[src/rtl/i2c_tgt_pkg.sv]
package i2c_tgt_pkg;

   typedef enum logic [2:0] {
      ST_IDLE,   // bus free or after stop
      ST_ADDR,   // shifting calling word
      ST_AACK,   // address acknowledge slot
      ST_RX,     // receiving data bits
      ST_RACK,   // our acknowledge of a received byte
      ST_TX,     // sending data bits
      ST_TACK,   // master acknowledge slot
      ST_SKIP    // not addressed or finished, wait for start/stop
   } tgt_state_t;

endpackage

[src/rtl/i2c_tgt_sync.sv]
module i2c_tgt_sync #(
   parameter int STAGES = 2
) (
   input  logic clk,
   input  logic rst_n,
   input  logic d_in,
   output logic d_out
);

   if (STAGES < 0 || STAGES > 4) begin : g_bad_stages
      $error("i2c_tgt_sync: STAGES must be 0..4");
   end

   generate
      if (STAGES == 0) begin : g_bypass
         assign d_out = d_in;
      end else begin : g_chain
         logic [STAGES-1:0] q;
         always_ff @(posedge clk or negedge rst_n) begin
            if (!rst_n) begin
               q <= '1;   // idle bus lines read high
            end else begin
               q[0] <= d_in;
               for (int i = 1; i < STAGES; i++) q[i] <= q[i-1];
            end
         end
         assign d_out = q[STAGES-1];
      end
   endgenerate

endmodule

[src/rtl/i2c_tgt_cond.sv]
module i2c_tgt_cond (
   input  logic clk,
   input  logic rst_n,
   input  logic scl_s,
   input  logic sda_s,
   output logic scl_rise,
   output logic scl_fall,
   output logic start_evt,
   output logic stop_evt
);

   logic scl_d, sda_d;

   always_ff @(posedge clk or negedge rst_n) begin
      if (!rst_n) begin
         scl_d <= 1'b1;
         sda_d <= 1'b1;
      end else begin
         scl_d <= scl_s;
         sda_d <= sda_s;
      end
   end

   assign scl_rise  =  scl_s & ~scl_d;
   assign scl_fall  = ~scl_s &  scl_d;
   // data edges only count as conditions while the clock stays high
   assign start_evt = scl_s & scl_d &  sda_d & ~sda_s;
   assign stop_evt  = scl_s & scl_d & ~sda_d &  sda_s;

endmodule

[src/rtl/i2c_tgt_engine.sv]
module i2c_tgt_engine
   import i2c_tgt_pkg::*;
#(
   parameter int SYNC_STAGES = 2,
   parameter int ADDR_W      = 7,
   parameter int DATA_W      = 8
) (
   input  logic              clk,
   input  logic              rst_n,
   input  logic [ADDR_W-1:0] own_addr,
   input  logic              rx_refuse,
   input  logic              scl_in,
   input  logic              sda_in,
   output logic              sda_oe,
   output logic [DATA_W-1:0] rx_data,
   output logic              rx_valid,
   input  logic [DATA_W-1:0] tx_data,
   output logic              tx_req
);

   localparam int CNT_W = $clog2(DATA_W + 1);
   localparam logic [CNT_W-1:0] LAST_BIT = CNT_W'(DATA_W);

   if (DATA_W != 8) begin : g_bad_data
      $error("i2c_tgt_engine: DATA_W must be 8");
   end
   if (ADDR_W != DATA_W - 1) begin : g_bad_addr
      $error("i2c_tgt_engine: ADDR_W must be DATA_W-1");
   end

   logic scl_s, sda_s;
   logic scl_rise, scl_fall, start_evt, stop_evt;

   i2c_tgt_sync #(.STAGES(SYNC_STAGES)) u_sync_scl (
      .clk(clk), .rst_n(rst_n), .d_in(scl_in), .d_out(scl_s));
   i2c_tgt_sync #(.STAGES(SYNC_STAGES)) u_sync_sda (
      .clk(clk), .rst_n(rst_n), .d_in(sda_in), .d_out(sda_s));

   i2c_tgt_cond u_cond (
      .clk(clk), .rst_n(rst_n), .scl_s(scl_s), .sda_s(sda_s),
      .scl_rise(scl_rise), .scl_fall(scl_fall),
      .start_evt(start_evt), .stop_evt(stop_evt));

   tgt_state_t        state;
   logic [CNT_W-1:0]  bit_cnt;
   logic [DATA_W-1:0] shreg;
   logic              more;

   always_ff @(posedge clk or negedge rst_n) begin
      if (!rst_n) begin
         state    <= ST_IDLE;
         bit_cnt  <= '0;
         shreg    <= '0;
         more     <= 1'b0;
         sda_oe   <= 1'b0;
         rx_data  <= '0;
         rx_valid <= 1'b0;
         tx_req   <= 1'b0;
      end else begin
         rx_valid <= 1'b0;
         tx_req   <= 1'b0;
         if (start_evt) begin
            state   <= ST_ADDR;
            bit_cnt <= '0;
            sda_oe  <= 1'b0;
         end else if (stop_evt) begin
            state  <= ST_IDLE;
            sda_oe <= 1'b0;
         end else begin
            unique case (state)
               ST_ADDR, ST_RX: begin
                  if (scl_rise) begin
                     shreg   <= {shreg[DATA_W-2:0], sda_s};
                     bit_cnt <= bit_cnt + 1'b1;
                  end else if (scl_fall && bit_cnt == LAST_BIT) begin
                     if (state == ST_RX) begin
                        rx_data  <= shreg;
                        rx_valid <= 1'b1;
                        sda_oe   <= ~rx_refuse;
                        state    <= ST_RACK;
                     end else if (shreg[DATA_W-1:1] == own_addr) begin
                        sda_oe <= 1'b1;
                        more   <= shreg[0];     // direction bit: 1 = read
                        tx_req <= shreg[0];
                        state  <= ST_AACK;
                     end else begin
                        state <= ST_SKIP;
                     end
                  end
               end
               ST_AACK, ST_RACK: begin
                  if (scl_fall) begin
                     bit_cnt <= '0;
                     if (state == ST_AACK && more) begin
                        sda_oe <= ~tx_data[DATA_W-1];
                        shreg  <= {tx_data[DATA_W-2:0], 1'b0};
                        state  <= ST_TX;
                     end else begin
                        sda_oe <= 1'b0;
                        state  <= ST_RX;
                     end
                  end
               end
               ST_TX: begin
                  if (scl_rise) begin
                     bit_cnt <= bit_cnt + 1'b1;
                  end else if (scl_fall) begin
                     if (bit_cnt == LAST_BIT) begin
                        sda_oe <= 1'b0;          // let master answer
                        more   <= 1'b0;
                        state  <= ST_TACK;
                     end else begin
                        sda_oe <= ~shreg[DATA_W-1];
                        shreg  <= {shreg[DATA_W-2:0], 1'b0};
                     end
                  end
               end
               ST_TACK: begin
                  if (scl_rise) begin
                     if (sda_s) begin
                        state <= ST_SKIP;        // end of data from master
                     end else begin
                        more   <= 1'b1;
                        tx_req <= 1'b1;
                     end
                  end else if (scl_fall && more) begin
                     bit_cnt <= '0;
                     sda_oe  <= ~tx_data[DATA_W-1];
                     shreg   <= {tx_data[DATA_W-2:0], 1'b0};
                     state   <= ST_TX;
                  end
               end
               default: ;                        // ST_IDLE, ST_SKIP wait
            endcase
         end
      end
   end

   a_r9_stop_release: assert property (@(posedge clk) disable iff (!rst_n)
      stop_evt |=> !sda_oe);

   a_r8_start_to_addr: assert property (@(posedge clk) disable iff (!rst_n)
      start_evt |=> state == ST_ADDR);

   a_r10_drive_on_fall: assert property (@(posedge clk) disable iff (!rst_n)
      (sda_oe != $past(sda_oe)) |-> $past(scl_fall | start_evt | stop_evt));

   a_r11_rx_pulse: assert property (@(posedge clk) disable iff (!rst_n)
      rx_valid |=> !rx_valid);

   a_r11_tx_pulse: assert property (@(posedge clk) disable iff (!rst_n)
      tx_req |=> !tx_req);

   a_r3_skip_quiet: assert property (@(posedge clk) disable iff (!rst_n)
      (state == ST_SKIP || state == ST_IDLE) |-> !sda_oe);

endmodule

[config.mk]
export PLATFORM = sky130hd
export DESIGN_NAME = i2c_tgt_engine
export DESIGN_NICKNAME = d
export VERILOG_FILES = /design/src/rtl/i2c_tgt_pkg.sv /design/src/rtl/i2c_tgt_sync.sv /design/src/rtl/i2c_tgt_cond.sv /design/src/rtl/i2c_tgt_engine.sv
export SDC_FILE = /design/constraint.sdc
export NUM_CORES = 1
export LEC_CHECK = 0
export BUFFER_PORTS_ARGS = -buffer_cell sky130_fd_sc_hd__buf_2
export CAP_MARGIN = 20
export CORE_MARGIN = 8
export CORE_UTILIZATION = 59
export DETAILED_ROUTE_END_ITERATION = 7
export PLACE_DENSITY = 0.91
export REMOVE_ABC_BUFFERS = 1
export SYNTH_ARGS = -nofsm -noshare
export SYNTH_HDL_FRONTEND = slang
export SYNTH_SLANG_ARGS = --single-unit
[constraint.sdc]
create_clock -name clk -period 4.35 [get_ports clk]
set_input_delay 0.6525 -clock clk [delete_from_list [all_inputs] [get_ports clk]]
set_output_delay 0.6525 -clock clk [all_outputs]
set_load 0.005 [all_outputs]
* Word level (Yosys, flattened, before mapping)
Index checks and enable logic that the tools add are counted.
** Storage, ports and cells
- Register bits after elaboration :: 33
- Input port bits :: 20
- Word-level logic and storage cells :: 155
** Operators by class
- Add/sub/neg operators :: 1
- Equal/unequal tests :: 39
- Multiplexer cells :: 70
- Bitwise operators :: 17
- Reductions and logical operators :: 16
** Operators by type and width (number)
- $mux W8 :: 8
- $mux W3 :: 14
- $mux W1 :: 36
- $ne A2 B2 Y1 const B :: 16
- $ne A4 B4 Y1 const B :: 8
- $pmux W8 S4 :: 1
- $mux W4 :: 6
- $reduce_and A9 Y1 :: 2
- $pmux W3 S4 :: 1
- $pmux W4 S3 :: 1
- $reduce_and A12 Y1 :: 1
- $reduce_and A6 Y1 :: 2
- $reduce_and A11 Y1 :: 1
- $ne A5 B5 Y1 const B :: 2
- $not A1 Y1 :: 10
- $eq A3 B3 Y1 const B :: 3
- $ne A3 B3 Y1 const B :: 3
- $reduce_bool A4 Y1 :: 2
- $and A1 B1 Y1 :: 7
- $eq A7 B7 Y1 :: 1
- $eq A3 B2 Y1 const B :: 2
- $reduce_bool A6 Y1 :: 1
- $ne A5 B4 Y1 const B :: 1
- $add A4 B1 Y4 const B :: 1
- 10 further kinds :: 13

* Longest topological paths before layout
- Depth in word-level cells :: 8
- Mapped depth :: 8

* Modules after synthesis
Synthesis repeated with hierarchy kept, for this count alone.
** Second synthesis, totals
- Cell total of the unflattened synthesis :: 167
- Area, all modules :: 1821.7 sq um
** Modules (own cells, without submodules)
- i2c_tgt_engine :: instances 1, cells an instance 157, area an instance 1631.6 sq um, sequential area each 675.6 sq um
- i2c_tgt_sync :: instances 2, cells an instance 2, area an instance 52.6 sq um, sequential area each 52.6 sq um
- i2c_tgt_cond :: instances 1, cells an instance 6, area an instance 85.1 sq um, sequential area each 52.6 sq um

* Least setup slack after synthesis
No wires, ideal clock.
- Path type :: reg2reg
- Start point :: register bit_cnt[0]
- End point :: register state[0]
- Arrival :: 1.617 ns
- Setup slack :: 2.608 ns
- Cell stages (with the launch flop) :: 8
- Path buffers :: 0
- Cell sequence :: dfrtp_1 > inv_1 > ha_1 > and3b_1 > nor3b_1 > o21ai_0 > nand3b_1 > mux2_2
** On the way
- Cells in the longest elaborated chain, start to end :: 4
- Elaborated cells between the ends (all ways) :: 5
- Those cells by class :: 3 x eq/ne; 2 x reduce/logical
** RTL lines
- from (decl) :: RTL line i2c_tgt_engine.sv:45 : logic [CNT_W-1:0] bit_cnt;
- from (signal assigned) :: RTL line i2c_tgt_engine.sv:74 : bit_cnt <= bit_cnt + 1'b1;
- from (signal assigned) :: RTL line i2c_tgt_engine.sv:106 : bit_cnt <= bit_cnt + 1'b1;
- $eq A4 B4 Y1 (*) :: RTL line i2c_tgt_engine.sv:75, i2c_tgt_engine.sv:108
- $logic_and A1 B1 Y1 :: RTL line i2c_tgt_engine.sv:75 : end else if (scl_fall && bit_cnt == LAST_BIT) begin
- $ne A4 B4 Y1 (no line)
- $reduce_and A9 Y1 (no line) (*)
- to (signal assigned) :: RTL line i2c_tgt_engine.sv:80 : state <= ST_RACK;
- to (signal assigned) :: RTL line i2c_tgt_engine.sv:85 : state <= ST_AACK;
- to (signal assigned) :: RTL line i2c_tgt_engine.sv:111 : state <= ST_TACK;
- to (decl) :: RTL line i2c_tgt_engine.sv:44 : tgt_state_t state;
Mark *: on every way between the ends. The rest lies on a longest branch, timed or not.
A chain may end at the register's enable or synchronous reset.

* Worst setup path after layout
- Start point :: register state[2]
- End point :: register shreg[6]
** On the way
- Cells in the longest elaborated chain, start to end :: 4
- Elaborated cells between the ends (all ways) :: 20
- Those cells by class :: 14 x eq/ne; 1 x mux; 5 x reduce/logical
** RTL lines
- from (signal assigned) :: RTL line i2c_tgt_engine.sv:51 : state <= ST_IDLE;
- from (signal assigned) :: RTL line i2c_tgt_engine.sv:63 : state <= ST_ADDR;
- from (signal assigned) :: RTL line i2c_tgt_engine.sv:67 : state <= ST_IDLE;
- $eq A3 B2 Y1, or another cell as far along :: RTL line i2c_tgt_engine.sv:70, i2c_tgt_engine.sv:94
- $reduce_or A2 Y1 or $logic_and A1 B1 Y1 (tied branches) :: RTL line i2c_tgt_engine.sv:70, i2c_tgt_engine.sv:94
- $reduce_bool A4 Y1 (no line) or $ne A2 B2 Y1 (tied branches)
- $reduce_and A11 Y1 (no line)
- to (signal assigned) :: RTL line i2c_tgt_engine.sv:73 : shreg <= {shreg[DATA_W-2:0], sda_s};
- to (signal assigned) :: RTL line i2c_tgt_engine.sv:96 : shreg <= {tx_data[DATA_W-2:0], 1'b0};
- to (signal assigned) :: RTL line i2c_tgt_engine.sv:114 : shreg <= {shreg[DATA_W-2:0], 1'b0};
- to (decl) :: RTL line i2c_tgt_engine.sv:46 : logic [DATA_W-1:0] shreg;
Several ways; a longest one is shown, not always the timed one.

==> results.ini <==
[power]
irDropWorstVdd_mv = 0.304
power.density_mw_per_mm2 = 596
power.internal_w = 0.000735
p_sw_share_pct = 38.9
leakage_nw = 0.985
combPwrFrac_pct = 37.3
p_switching_w = 0.000468
p_seq_share_pct = 42.8
p_clk_share_pct = 19.9

[final_layout]
area_growth_pct = 13.0
seqCellArea_um2 = 833
fin_cells = 235
diodes = 0
nets = 223
final_area_mm2 = 0.00202
multi_input_area_um2 = 878
drive_gt1_share_pct = 31.2
fill_cells = 228

[placed_design]
port_buffers = 30
gp_congestion = 0.921
post-place-ws_ps = 1940
hpwl_mm = 2.89
dpl_cell_area_mm2 = 0.00193
place_inst = 227

[timing]
period_share_pct = 55.8
post-route-min-period_ps = 2430
finalSetupTns_ps = 0
slew_headroom_pct = 37.2
finalHoldViolations = 0
maxSlewViolCount = 0
clock.fmax_mhz = 412
finalClockSkew_ps = 4.53
tightest_slew_ps = 939
rsz0062_at_grt = false
setup_slack_ps = 1920
setup_viol = 0
holdWs_ps = 349

[synthesis]
synthFlopType = dfrtp_1
yosysMostFrequentCell = dfrtp_1
yosysTopAreaCell = dfrtp_1
ys_seq_area_share_pct = 46.6
synth_area_leaders = dfrtp_1, dfstp_2, mux2_2
yosys.cell_types.count = 46
ys_ff_latch = 33
synth-edff-count = 0
syn-instance-count = 170
post_synth_most_frequent_cells = dfrtp_1, nand2_1, o21ai_0
synth_top_area_share_pct = 37.8
yosysWarnings = 0
syn_area_per_cell_um2 = 10.5
ys_async_sr_fraction_pct = 100
synthesis.area_mm2 = 0.00179

[setup_path]
r2r_cells = 4
cp_max_fo = 18
r2r_start = state[2]
crit_required_ps = 4530
rr_endpoint = shreg[6]
crit_arrival_ps = 2610
crit_type = reg2reg
cp-start-kind = register
cp-end-kind = register
rrSetupSlack_ps = 1920

[die]
ios = 31
rows = 20
initial_core_util_pct = 60.0
fp.dieArea_mm2 = 0.00505
die_w_um = 71.0
core-area_mm2 = 0.00298
die_h_um = 71.0

[route]
drt_iter0_markers = 80
first_pass_iters = 4
viasPerCell = 6.03
drt-total-wl_mm = 3.85
drc = 0
wl_per_cell_um = 16.4
antenna_left = 0
vias = 1417

[global_routing]
grt_max_degree = 34
grt_pass1_vias = 1389
gr-total-overflow = 0
antenna_found_initial = 0
grtUsageTotal_pct = 16.0
grt_first_pass_wirelength_mm = 6.47

[cts]
cts.path.max_buffers = 2
cts_setup_buffers = 0
clock_sinks = 33
h-tree-depth = 2
clockRootBuffer = clkbuf_4
cts_buffers = 5
cts.clk_slew.worst_paths_ps = 100
cts_tree = yes
clk_latency_ps = 330
hold_buffers = 0
cts_resized = 0

[job]
maxCapViolCount = 0

[run_status]
outcome = finished, final reports clean

[min_path]
hold_class = in2async

cell usage in the layout, fill, tap and decap left out, types with 2 or more instances in the layout:
cell type   n
buf_2      30
dfrtp_1    27
nand2_1    21
o21ai_0    15
mux2_2     11
mux2i_1     9
inv_1       8
nand3_1     7
dfstp_2     6
xor2_1      5
nor2_1      5
clkbuf_4    5
xnor2_1     4
nor2b_1     4
a21o_1      4
nand2b_1    3
nand3b_1    2
nor3b_2     2
a21oi_1     2
o31ai_1     2
o21ai_1     2
ha_1        2
power groups by stage:
stage	combinational [W]	sequential (W)	clock (W)
6_report	0.000449	0.000514	0.000239
4_1_cts	0.000452	0.000512	0.000243
3_5_place_dp	0.000448	0.000517	0
3_3_place_gp	0.000427	0.000513	0
5_1_grt	0.000503	0.000532	0.000256
2_1_floorplan	0.000349	0.000481	0
worst max-delay path: stages (launching register included):
cell and delay (ps):
dfrtp_1 580, o21bai_1 820, a311oi_2 110, o221ai_2 540, o21ai_0 220
logic make-up after synthesis:
logic type,synth area share (%)
AO/OA/AOI/OAI,14.5
XOR/XNOR,4.41
adder cells (fa/ha/maj),1.40
buffers and inverters,4.20
flip-flops,46.6
multiplexers,12.0
AND/OR/NAND/NOR,16.9
how the worst max path moves through the flow:
stage          slack [ps]      from    endpoint  depth (start not counted)
6_report             1920  state[2]    shreg[6]                          4
5_1_grt              1650  state[2]    shreg[6]                          4
4_1_cts              1920  state[2]    shreg[5]                          4
3_5_place_dp         1940  state[2]    shreg[3]                          4
3_3_place_gp         2090  state[2]    shreg[6]                          4
2_1_floorplan        2340  state[2]  bit_cnt[3]                          5
state kept, by name (all words and copies together) (netlist names):
name                  flops
u_sync_sda.g_chain.q      2
rx_valid                  1
shreg                     8
u_sync_scl.g_chain.q      2
bit_cnt                   4
u_cond.sda_d              1
more                      1
rx_data                   8
tx_req                    1
state                     3
sda_oe                    1
u_cond.scl_d              1
final cells by class:
class,count,share of cell area [%]
Sequential cell,33,41.3
Clock inverter,1,1.49
Tap cell,33,2.05
Clock buffer,7,2.73
Multi-Input combinational cell,123,43.5
Inverter,8,1.49
Timing Repair Buffer,30,7.44
through the flow:
step / power, W / util [%]
2_1_floorplan: 0.000830 / -
4_1_cts: 0.00121 / 67.8
6_report: 0.00120 / 67.8
3_5_place_dp: 0.000965 / 64.9
3_3_place_gp: 0.000940 / 64.9
5_1_grt: 0.00129 / 67.8
layer usage:
layer  global-route usage (%)  part of all wire, %  vias to the layer above
li1                         -                    -                      664
met1                     19.3                   41                      673
met2                     25.4                   48                       69
met3                     6.64                  9.0                       11
met4                     4.85                  2.0                        0
met5                        0                    0                        -
(Power assumes the default switching activity.)
